==> src/rtl/rgmii_tx_pkg.sv <==
package rgmii_tx_pkg;
  typedef enum logic [1:0] {
    SPD_10   = 2'b00,
    SPD_100  = 2'b01,
    SPD_1000 = 2'b10,
    SPD_RSVD = 2'b11
  } speed_e;

  function automatic logic is_byte_mode(input speed_e spd);
    return (spd == SPD_1000);
  endfunction
endpackage

==> src/rtl/rgmii_tx_rstsync.sv <==
module rgmii_tx_rstsync #(
  parameter int STAGES = 2
) (
  input  logic clk,
  input  logic rst_n,
  output logic rst_sync_n
);
  logic [STAGES-1:0] sync_q;

  always_ff @(posedge clk or negedge rst_n) begin
    if (!rst_n) sync_q <= '0;
    else        sync_q <= {sync_q[STAGES-2:0], 1'b1};
  end

  assign rst_sync_n = sync_q[STAGES-1];
endmodule

==> src/rtl/rgmii_tx_capture.sv <==
module rgmii_tx_capture
  import rgmii_tx_pkg::*;
#(
  parameter int DATA_W = 8,
  localparam int NIB_W = DATA_W / 2
) (
  input  logic             clk,
  input  logic             rst_n,
  input  logic [DATA_W-1:0] txd_in,
  input  logic             en_in,
  input  logic             er_in,
  input  logic [1:0]       speed_in,
  output logic [NIB_W-1:0] rise_d_o,
  output logic             rise_ctl_o,
  output logic [NIB_W-1:0] hold_d_o,
  output logic             hold_ctl_o
);
  logic [NIB_W-1:0] rise_d_q, rise_d_nx, hold_d_q, hold_d_nx;
  logic             rise_ctl_q, rise_ctl_nx, hold_ctl_q, hold_ctl_nx;
  logic             byte_mode;

  assign byte_mode = is_byte_mode(speed_e'(speed_in));

  always_comb begin
    rise_ctl_nx = en_in;
    hold_ctl_nx = en_in ^ er_in;
    rise_d_nx   = '0;
    hold_d_nx   = '0;
    if (en_in) begin
      rise_d_nx = txd_in[NIB_W-1:0];
      hold_d_nx = byte_mode ? txd_in[DATA_W-1:NIB_W] : txd_in[NIB_W-1:0];
    end
  end

  always_ff @(posedge clk or negedge rst_n) begin
    if (!rst_n) begin
      rise_d_q   <= '0;
      rise_ctl_q <= 1'b0;
      hold_d_q   <= '0;
      hold_ctl_q <= 1'b0;
    end else begin
      rise_d_q   <= rise_d_nx;
      rise_ctl_q <= rise_ctl_nx;
      hold_d_q   <= hold_d_nx;
      hold_ctl_q <= hold_ctl_nx;
    end
  end

  assign rise_d_o   = rise_d_q;
  assign rise_ctl_o = rise_ctl_q;
  assign hold_d_o   = hold_d_q;
  assign hold_ctl_o = hold_ctl_q;

  // Checker: armed once one edge has passed since reset
  logic armed_q;
  always_ff @(posedge clk or negedge rst_n) begin
    if (!rst_n) armed_q <= 1'b0;
    else        armed_q <= 1'b1;
  end

  AST_CTL_RISE: assert property (@(posedge clk) disable iff (!rst_n)
    armed_q |-> (rise_ctl_q == $past(en_in)));
  AST_IDLE_ZERO: assert property (@(posedge clk) disable iff (!rst_n)
    (armed_q && !$past(en_in)) |-> (rise_d_q == '0 && hold_d_q == '0));
  AST_NIBBLE_REPEAT: assert property (@(posedge clk) disable iff (!rst_n)
    (armed_q && $past(speed_in) != 2'b10) |-> (hold_d_q == rise_d_q));
  AST_ERR_PHASE: assert property (@(posedge clk) disable iff (!rst_n)
    armed_q |-> (hold_ctl_q == ($past(en_in) ^ $past(er_in))));
endmodule

==> src/rtl/rgmii_tx_fallreg.sv <==
module rgmii_tx_fallreg #(
  parameter int NIB_W = 4
) (
  input  logic             clk,
  input  logic             rst_n,
  input  logic [NIB_W-1:0] hold_d,
  input  logic             hold_ctl,
  output logic [NIB_W-1:0] fall_d,
  output logic             fall_ctl
);
  always_ff @(negedge clk or negedge rst_n) begin
    if (!rst_n) begin
      fall_d   <= '0;
      fall_ctl <= 1'b0;
    end else begin
      fall_d   <= hold_d;
      fall_ctl <= hold_ctl;
    end
  end

  AST_FALL_FOLLOWS: assert property (@(negedge clk) disable iff (!rst_n)
    (fall_ctl == $past(hold_ctl)) && (fall_d == $past(hold_d)));
endmodule

==> src/rtl/rgmii_tx_ddrmux.sv <==
module rgmii_tx_ddrmux #(
  parameter int NIB_W = 4
) (
  input  logic             clk,
  input  logic [NIB_W-1:0] rise_d,
  input  logic             rise_ctl,
  input  logic [NIB_W-1:0] fall_d,
  input  logic             fall_ctl,
  output logic [NIB_W-1:0] pin_d,
  output logic             pin_ctl,
  output logic             pin_clk
);
  assign pin_d   = clk ? rise_d : fall_d;
  assign pin_ctl = clk ? rise_ctl : fall_ctl;
  assign pin_clk = clk;
endmodule

==> src/rtl/rgmii_tx_ddr.sv <==
module rgmii_tx_ddr #(
  parameter int DATA_W    = 8,
  parameter int RST_STAGE = 2
) (
  input  logic        clk,
  input  logic        rst_n,
  input  logic [1:0]  speed_sel,
  input  logic [7:0]  gmii_txd,
  input  logic        gmii_txen,
  input  logic        gmii_txer,
  output logic        rgmii_txc,
  output logic [3:0]  rgmii_txd,
  output logic        rgmii_txctl
);
  localparam int NIB_W = DATA_W / 2;

  logic             rst_sync_n;
  logic [NIB_W-1:0] rise_d, hold_d, fall_d;
  logic             rise_ctl, hold_ctl, fall_ctl;

  rgmii_tx_rstsync #(.STAGES(RST_STAGE)) u_rst (
    .clk(clk), .rst_n(rst_n), .rst_sync_n(rst_sync_n)
  );

  rgmii_tx_capture #(.DATA_W(DATA_W)) u_cap (
    .clk(clk), .rst_n(rst_sync_n),
    .txd_in(gmii_txd), .en_in(gmii_txen), .er_in(gmii_txer), .speed_in(speed_sel),
    .rise_d_o(rise_d), .rise_ctl_o(rise_ctl), .hold_d_o(hold_d), .hold_ctl_o(hold_ctl)
  );

  rgmii_tx_fallreg #(.NIB_W(NIB_W)) u_fall (
    .clk(clk), .rst_n(rst_sync_n),
    .hold_d(hold_d), .hold_ctl(hold_ctl), .fall_d(fall_d), .fall_ctl(fall_ctl)
  );

  rgmii_tx_ddrmux #(.NIB_W(NIB_W)) u_mux (
    .clk(clk), .rise_d(rise_d), .rise_ctl(rise_ctl), .fall_d(fall_d), .fall_ctl(fall_ctl),
    .pin_d(rgmii_txd), .pin_ctl(rgmii_txctl), .pin_clk(rgmii_txc)
  );
endmodule

==> config.mk <==
export PLATFORM = sky130hd
export DESIGN_NAME = rgmii_tx_ddr
export DESIGN_NICKNAME = d
export VERILOG_FILES = /design/src/rtl/rgmii_tx_pkg.sv /design/src/rtl/rgmii_tx_rstsync.sv /design/src/rtl/rgmii_tx_capture.sv /design/src/rtl/rgmii_tx_fallreg.sv /design/src/rtl/rgmii_tx_ddrmux.sv /design/src/rtl/rgmii_tx_ddr.sv
export SDC_FILE = /design/constraint.sdc
export NUM_CORES = 1
export LEC_CHECK = 0
export ABC_AREA = 1
export BUFFER_PORTS_ARGS = -buffer_cell sky130_fd_sc_hd__buf_2
export CORE_AREA = 3 3 40 42
export CTS_CLUSTER_DIAMETER = 60
export DETAILED_ROUTE_END_ITERATION = 10
export DIE_AREA = 0 0 43 45
export PLACE_DENSITY = 0.8
export SYNTH_ARGS = -nofsm -noshare
export SYNTH_HDL_FRONTEND = slang
export SYNTH_HIERARCHICAL = 1
export SYNTH_SLANG_ARGS = --single-unit
==> constraint.sdc <==
create_clock -name clk -period 1.75 [get_ports clk]
set_clock_uncertainty 0.05 [all_clocks]
set_input_delay 0.175 -clock clk [delete_from_list [all_inputs] [get_ports clk]]
set_output_delay 0.175 -clock clk [all_outputs]
set_load 0.01 [all_outputs]
==> results.toml, run 1 <==
[status]
status = "complete, but fails checks"
violations = "setup timing"

[timing]
rsz0062_at_grt = "yes"
whs_ns = 0.154
setup_ws_ns = -0.264
setup_viol_count_final = 10
slew_violations = 0
hold_viol_final = 0

[die]
die_width_microns = 43
io_pins = 20
start_util_pct = 49.4
placementRows = 13
die_y_microns = 45
dieArea_sq_um = 1940
core_sq_um = 1280

[power_and_ir_drop]
leakage_nw = 0.575
p_total_mw = 1.44
p_per_area_nw_per_um2 = 1480
vdd.ir_drop.worst_v = 0.000776

[drt]
drt-initial-drc-count = 8
ant_nets = 0
drc = 0
viasPerCell = 4.30
firstDrtPassIters = 3
drt-wirelength-per-cell_microns = 10.6
drt_wl_total_microns = 1340
dr_total_vias = 542

[setup_path]
end_kind = "output port"
critPathArrivalTime_ns = 1.79
r2r-end = "u_fall/fall_d[1]"
start_kind = "flop"
reg2reg_from = "u_cap/hold_d_o[1]"
path_max_fanout = 1
r2r_slack_ns = 0.22
path_class = "flop to output port"
required_ns = 1.52
r2r_cells = 0

[worst_hold_path]
hold_class = "primary input to flop"
holdCritStartpoint = "gmii_txd[7]"
whs_endpoint = "u_cap/hold_d_o[3]"
holdPathStages = 5

[clock_tree]
worstSkewPairLatency_ns = 0.28
cts_tree = "yes"
clk_pin_slew_ns = 0.13

[final_layout]
final_cells = 126
fillers = 98
layout.nets = 125
fin_util_pct = 76.0
n_antenna_cell = 0
layout-drive-gt1-share_pct = 32.4
area_growth_syn_to_layout_pct = 54.0

[grt]
grt_usage_pct = 17.8
grt_pass1_vias = 667
gr-max-usage-layer = "met2"
grt_overflow = 0
met2_usage_pct = 22.8
grt_pass1_wl_microns = 2320
globalRouteMet1Util_pct = 17.1
grt_max_degree = 13
antenna_found_initial = 0
grtUsageMet3_pct = 12.0

[synthesis]
synthCells = 68
ys_ff_latch = 17
yosysUniqueCellTypes = 12
syn_area_per_cell_sq_um = 9.33
ys_seq_area_share_pct = 67.1
synth-warning-count = 6
syn-cell-area_sq_um = 634
synth.net_count = 82

[place]
portBuffers = 19
hpwl_microns = 800
dpl.cell_count = 101
gp_congestion = 0.678

[job]
drv_cap = 0
-- through the flow --
| stage | setup WS [ns] | cell area [sq um] | TNS (ns) |
|---|---|---|---|
| 2_1_floorplan | 0.152 | 634 | 0 |
| 3_3_place_gp | 0.0897 | 743 | 0 |
| 3_5_place_dp | 0.0849 | 743 | 0 |
| 4_1_cts | -0.416 | 955 | -2.01 |
| 5_1_grt | -0.308 | 977 | -1.20 |
| 6_report | -0.264 | 977 | -0.993 |
-- kinds of logic after synthesis --
group,count (synthesis),share of synthesized area [%]
flip-flops,17,67.1
other,1,0.591
buffers and inverters,13,8.48
AND/OR/NAND/NOR,36,22.5
XOR/XNOR,1,1.38
-- routing by layer --
layer	share of wire, %	up-vias
met1	43	246
met5	0	-
met3	4.6	2
met4	1.6	0
met2	51	15
li1	-	279
-- repair_timing --
item,4_1_cts,5_1_grt
resized for setup,0,6
hold buffers,11,0
endpoints found under the hold margin,12,0
setup buffers,0,2
cloned,0,0
pin swaps,5,4
setup endpoints to repair,10,10
-- cell usage after synthesis --
| cell type | instances | area share (%) |
|---|---|---|
| inv_2 | 2 | 1.2 |
| nand3_1 | 4 | 3.2 |
| nor2_2 | 1 | 0.99 |
| dfrtp_1 | 12 | 47 |
| dfrtn_1 | 5 | 20 |
| nand2_1 | 23 | 14 |
| buf_4 | 1 | 1.2 |
| nor2_1 | 8 | 4.7 |
| buf_2 | 1 | 0.79 |
| inv_1 | 9 | 5.3 |
| conb_1 | 1 | 0.59 |
| xor2_1 | 1 | 1.4 |
-- critical path, stage by stage (launching register included) --
cell     delay (ns)
dfrtn_1        0.40
nand2_1        0.05
nand2_1        0.06
buf_2          0.12
-- report_power, final --
part	switching [mW]	total (mW)	internal (mW)
Sequential	0.00932	0.429	0.420
Combinational	0.0311	0.0678	0.0367
Clock	0.394	0.948	0.554
Total	0.434	1.44	1.01
-- state kept, by name, indices dropped and copies added, names as in the netlist --
signal and count:
u_fall/fall_ctl 1, u_cap/rise_d_o 4, u_cap/hold_ctl_o 1, u_cap/rise_ctl_o 1
u_cap/hold_d_o 4, u_rst/sync_q 2, u_fall/fall_d 4
-- cell type report --
cell class | instances | area, sq um | share of cell area (%)
multi-input cells | 38 | 155 | 15.9
repair buffers | 25 | 183 | 18.7
clock buffers | 15 | 109 | 11.1
well taps | 15 | 18.8 | 1.92
clock inverters | 6 | 48.8 | 4.99
flip-flops and latches | 17 | 425 | 43.5
inverters | 10 | 37.5 | 3.84
-- worst max path at each step --
stage                              end  slack, ns             start
after floorplan            rgmii_txctl       0.15   u_fall/fall_ctl
after global placement    rgmii_txd[1]       0.09  u_fall/fall_d[1]
after detailed placement  rgmii_txd[0]       0.08  u_fall/fall_d[0]
after CTS                 rgmii_txd[3]      -0.42  u_fall/fall_d[3]
after global routing       rgmii_txctl      -0.31   u_fall/fall_ctl
final                     rgmii_txd[3]      -0.26  u_fall/fall_d[3]
-- cells in the final DEF (no fill, tap or decap), drive strengths merged --
master       Yosys  layout
buf              2      24
nand2           23      23
inv             11      15
dfrtp           12      12
dlygate4sd3      0      11
nor2             9       9
dfrtn            5       5
clkbuf           0       5
nand3            4       4
bufinv           0       1
xor2             1       1
conb             1       1
Note: power is estimated with default switching activity, not from simulation.
==> run 2, diff against run 1 <==
--- a/config.mk
+++ b/config.mk
@@ -7,11 +7,11 @@
 export LEC_CHECK = 0
 export ABC_AREA = 1
 export BUFFER_PORTS_ARGS = -buffer_cell sky130_fd_sc_hd__buf_2
-export CORE_AREA = 3 3 40 42
+export CORE_MARGIN = 3
+export CORE_UTILIZATION = 46
 export CTS_CLUSTER_DIAMETER = 60
 export DETAILED_ROUTE_END_ITERATION = 10
-export DIE_AREA = 0 0 43 45
-export PLACE_DENSITY = 0.8
+export PLACE_DENSITY = 0.78
 export SYNTH_ARGS = -nofsm -noshare
 export SYNTH_HDL_FRONTEND = slang
 export SYNTH_HIERARCHICAL = 1
==> constraint.sdc (replaced) <==
create_clock -name clk -period 2 [get_ports clk]
set_clock_uncertainty 0.05 [all_clocks]
set_input_delay 0.2 -clock clk [delete_from_list [all_inputs] [get_ports clk]]
set_output_delay 0.2 -clock clk [all_outputs]
set_load 0.01 [all_outputs]
==> results.toml, run 2 (same netlist as run 1, synthesis figures left out) <==
[grt]
antenna_found_initial = 0
grt_usage_pct = 18.3
grt_pass1_wl_microns = 2260
grt_pass1_vias = 577
grt_overflow = 0
grt_max_degree = 13

[timing]
setup_ws_ns = -0.314
slew_violations = 0
hold_viol_final = 0
rsz0062_at_grt = "yes"
setup_viol_count_final = 10
whs_ns = 0.0165

[die]
start_util_pct = 52.8
die_width_microns = 43.1
core_sq_um = 1200
placementRows = 12
die_y_microns = 43.1
io_pins = 20
dieArea_sq_um = 1860

[place]
gp_congestion = 0.653
dpl.cell_count = 100
portBuffers = 19

[setup_path]
critPathArrivalTime_ns = 2.06
required_ns = 1.75
start_kind = "flop"
path_max_fanout = 1
end_kind = "output port"
path_class = "flop to output port"

[drt]
drt-wirelength-per-cell_microns = 11.9
firstDrtPassIters = 4
drt_wl_total_microns = 1430
drt-initial-drc-count = 10
ant_nets = 0
drc = 0
dr_total_vias = 545
viasPerCell = 4.54

[power_and_ir_drop]
vdd.ir_drop.worst_v = 0.000650
leakage_nw = 0.549
p_total_mw = 1.10
p_per_area_nw_per_um2 = 1220

[final_layout]
fillers = 95
multiInputGateArea_sq_um = 155
fin_util_pct = 75.0
mostFrequentLayoutCell = "nand2_1"
final_cells = 120
area_growth_syn_to_layout_pct = 42.0
layout_common_cells = "23 x nand2_1, 19 x buf_2, 12 x dfrtp_1"
ff_latch_area_sq_um = 425
layout-drive-gt1-share_pct = 33.0
layout.nets = 120
n_antenna_cell = 0

[clock_tree]
worstSkewPairLatency_ns = 0.42
cts_tree = "yes"
post_cts_resized = 0
clk_pin_slew_ns = 0.13

[job]
drv_cap = 0

[status]
violations = "setup timing"
status = "complete, but fails checks"

[worst_hold_path]
hold_class = "primary input to flop"
==> run 2: cell types whose count changed in the layout (fill, tap and decap cells not counted) <==
cell / previous run / this run
dlygate4sd3_1: 11 / 7
clkbuf_4: 4 / 7
bufinv_8: 0 / 1
buf_8: 1 / 0
buf_4: 2 / 1
bufinv_16: 1 / 0
buf_6: 2 / 0
==> run 2: what timing repair did <==
item	4_1_cts	5_1_grt
endpoints found under the hold margin	12	0
hold buffers	7	0
pin swaps	4	1
setup buffers	0	0
endpoints found under the setup margin	10	10
gates cloned	0	0
==> run 2: power breakdown <==
group | total [mW] | internal, mW | switching (mW)
registers | 0.376 | 0.367 | 0.00942
clock network | 0.665 | 0.333 | 0.332
logic | 0.0541 | 0.0270 | 0.0270
==> run 2: cell type report <==
cell class,instances,share of cell area (%)
repair buffers,21,15.8
clock inverters,6,4.03
clock buffers,14,9.58
well taps,14,1.94
inverters,10,4.17
flip-flops and latches,17,47.2
multi-input cells,38,17.2
==> run 2: worst max-delay path: stages, from the launching register on <==
cell	delay, ns
dfrtn_1	0.41
nand2_1	0.06
nand2_1	0.05
buf_2	0.12
==> run 2: worst paths after layout <==
check | start | cells past startpoint | end | slack, ns
setup / recovery | u_fall/fall_d[1] | 3 | rgmii_txd[1] | -0.31
hold / removal | speed_sel[0] | 4 | u_cap/hold_d_o[0] | 0.02
setup reg to reg | u_cap/hold_d_o[3] | 0 | u_fall/fall_d[3] | 0.41
hold reg to reg | u_rst/sync_q[1] | 0 | u_cap/rise_d_o[1] | 0.07
max in group asynchronous | u_rst/sync_q[1] | 0 | u_fall/fall_d[2] | 0.68
min in group asynchronous | rst_n | 2 | u_rst/sync_q[0] | 0.07
==> run 2: through the flow <==
step / cell area, sq um / worst slack, ns / TNS [ns]
6_report: 901 / -0.314 / -1.48
5_1_grt: 901 / -0.370 / -1.77
4_1_cts: 901 / -0.311 / -1.50
3_5_place_dp: 742 / 0.182 / 0
3_3_place_gp: 742 / 0.189 / 0
2_1_floorplan: 634 / 0.252 / 0
==> run 2: layer usage <==
layer	share of wire [%]	vias up	GRT usage, %
li1	-	269	-
met1	38	247	16.8
met2	55	29	28.9
met3	7.0	0	7.20
met4	0	0	18.7
met5	0	-	0
==> run 3, diff against run 2 <==
--- a/config.mk
+++ b/config.mk
@@ -7,11 +7,11 @@
 export LEC_CHECK = 0
 export ABC_AREA = 1
 export BUFFER_PORTS_ARGS = -buffer_cell sky130_fd_sc_hd__buf_2
-export CORE_MARGIN = 3
-export CORE_UTILIZATION = 46
+export CORE_AREA = 3 3 40 42
 export CTS_CLUSTER_DIAMETER = 60
 export DETAILED_ROUTE_END_ITERATION = 10
-export PLACE_DENSITY = 0.78
+export DIE_AREA = 0 0 43 45
+export PLACE_DENSITY = 0.8
 export SYNTH_ARGS = -nofsm -noshare
 export SYNTH_HDL_FRONTEND = slang
 export SYNTH_HIERARCHICAL = 1
==> constraint.sdc (replaced) <==
create_clock -name clk -period 2.7 [get_ports clk]
set_clock_uncertainty 0.05 [all_clocks]
set_input_delay 0.27 -clock clk [delete_from_list [all_inputs] [get_ports clk]]
set_output_delay 0.27 -clock clk [all_outputs]
set_load 0.01 [all_outputs]
==> results.toml, run 3 (same netlist as run 1, synthesis figures left out) <==
[timing]
whs_ns = 0.0820
rsz0062_at_grt = "yes"
setup_ws_ns = -0.0361
setup_viol_count_final = 10
relSlewSlack_pct = 62.1
tightest_slew_ns = 0.569
slew_violations = 0
hold_viol_final = 0

[drt]
dr_total_vias = 510
drt_wl_total_microns = 1270
drt-wirelength-per-cell_microns = 10.5
viasPerCell = 4.25
ant_nets = 0
drt-initial-drc-count = 10
firstDrtPassIters = 4
drc = 0

[final_layout]
layout-drive-gt1-share_pct = 32.4
layout_common_cells = "23 x nand2_1, 19 x buf_2, 12 x dfrtp_1"
area_growth_syn_to_layout_pct = 42.2
mostFrequentLayoutCell = "nand2_1"
fin_util_pct = 70.2
n_antenna_cell = 0
layout.nets = 119

[worst_hold_path]
holdCritStartpoint = "speed_sel[0]"
holdPathStages = 4
whs_endpoint = "u_cap/hold_d_o[0]"
hold_class = "primary input to flop"

[setup_path]
r2r_slack_ns = 0.76
cp_common_cell = "nand2_1"
critPathMaxStageDelay_ns = 0.41
r2r_cells = 0
start_kind = "flop"
path_buf_inv = 1
required_ns = 2.38
end_kind = "output port"
r2r-end = "u_fall/fall_d[3]"
path_class = "flop to output port"
crit_family = "flip-flops"
critPathArrivalTime_ns = 2.42
slowest_stage = "dfrtn_1"
reg2reg_from = "u_cap/hold_d_o[3]"
path_max_fanout = 1
cp_cell_sequence = "nand2_1 > nand2_1 > buf_2"

[grt]
grt_pass1_wl_microns = 2180
grt_pass1_vias = 582
grt_usage_pct = 16.8
grt_overflow = 0
antenna_found_initial = 0
grt_max_degree = 16

[power_and_ir_drop]
vdd.ir_drop.worst_v = 0.000529
leakage_nw = 0.544
p_per_area_nw_per_um2 = 911

[status]
status = "complete, but fails checks"
violations = "setup timing"

[clock_tree]
worstSkewPairLatency_ns = 0.43
cts_tree = "yes"
clk_pin_slew_ns = 0.14
cts_setup_buffers = 0

[place]
portBuffers = 19
hpwl_microns = 776
gp_congestion = 0.690

[die]
dieArea_sq_um = 1940
core_sq_um = 1280
start_util_pct = 49.4
die_width_microns = 43
die_y_microns = 45
placementRows = 13
io_pins = 20

[job]
drv_cap = 0
run 3: cell count changes in the layout (fill, tap and decap cells not counted):
cell,before,now
clkbuf_16,0,1
buf_4,1,0
bufinv_8,1,0
run 3: metal layers:
layer | GRT usage (%) | share of wire, % | vias to the layer above
met5 | 0 | 0 | -
met3 | 8.76 | 7.1 | 0
met4 | 23.5 | 0 | 0
met1 | 17.2 | 43 | 226
li1 | - | - | 266
met2 | 20.7 | 50 | 18
run 3: what timing repair did:
item                       4_1_cts  5_1_grt
resized for setup                0        0
pin swaps                        4        3
hold endpoints to repair         8        0
setup endpoints to repair       10       10
hold buffers                     7        0
run 3: report_power, final:
| part | switching [mW] | leakage [nW] | internal (mW) |
|---|---|---|---|
| logic | 0.0163 | 0.195 | 0.0191 |
| registers | 0.00895 | 0.212 | 0.272 |
| clock network | 0.248 | 0.137 | 0.258 |
| total | 0.273 | 0.544 | 0.548 |
run 3: area by class of cell:
type	count	area, sq um
Sequential cell	17	425
Inverter	10	37.5
Clock inverter	5	18.8
Multi-Input combinational cell	38	155
Fill cell	106	383
Clock buffer	15	111
Timing Repair Buffer	20	135
Tap cell	15	18.8
run 3: tightest hold or removal path, stage by stage:
cell and delay, ns:
buf_2 0.10, nor2_2 0.05, nor2_1 0.08, nor2_1 0.05
run 3: worst max path at each step:
| stage | from | endpoint | slack (ns) | cells after the start |
|---|---|---|---|---|
| global route | u_fall/fall_d[2] | rgmii_txd[2] | -0.08 | 3 |
| finish | u_fall/fall_d[2] | rgmii_txd[2] | -0.04 | 3 |
| floorplan | u_fall/fall_ctl | rgmii_txctl | 0.53 | 2 |
| global placement | u_fall/fall_d[0] | rgmii_txd[0] | 0.47 | 3 |
| CTS | u_fall/fall_d[2] | rgmii_txd[2] | -0.05 | 3 |
| detailed placement | u_fall/fall_d[1] | rgmii_txd[1] | 0.45 | 3 |
run 3: metrics by stage:
| stage | total power [mW] | worst slack (ns) | instance area [sq um] | setup TNS [ns] | instances |
|---|---|---|---|---|---|
| after floorplan | 0.410 | 0.532 | 634 | 0 | 68 |
| after global placement | 0.451 | 0.470 | 736 | 0 | 100 |
| after detailed placement | 0.453 | 0.452 | 736 | 0 | 100 |
| after CTS | 0.833 | -0.0502 | 902 | -0.142 | 120 |
| after global routing | 0.885 | -0.0840 | 902 | -0.363 | 120 |
| final | 0.822 | -0.0361 | 902 | -0.0956 | 120 |
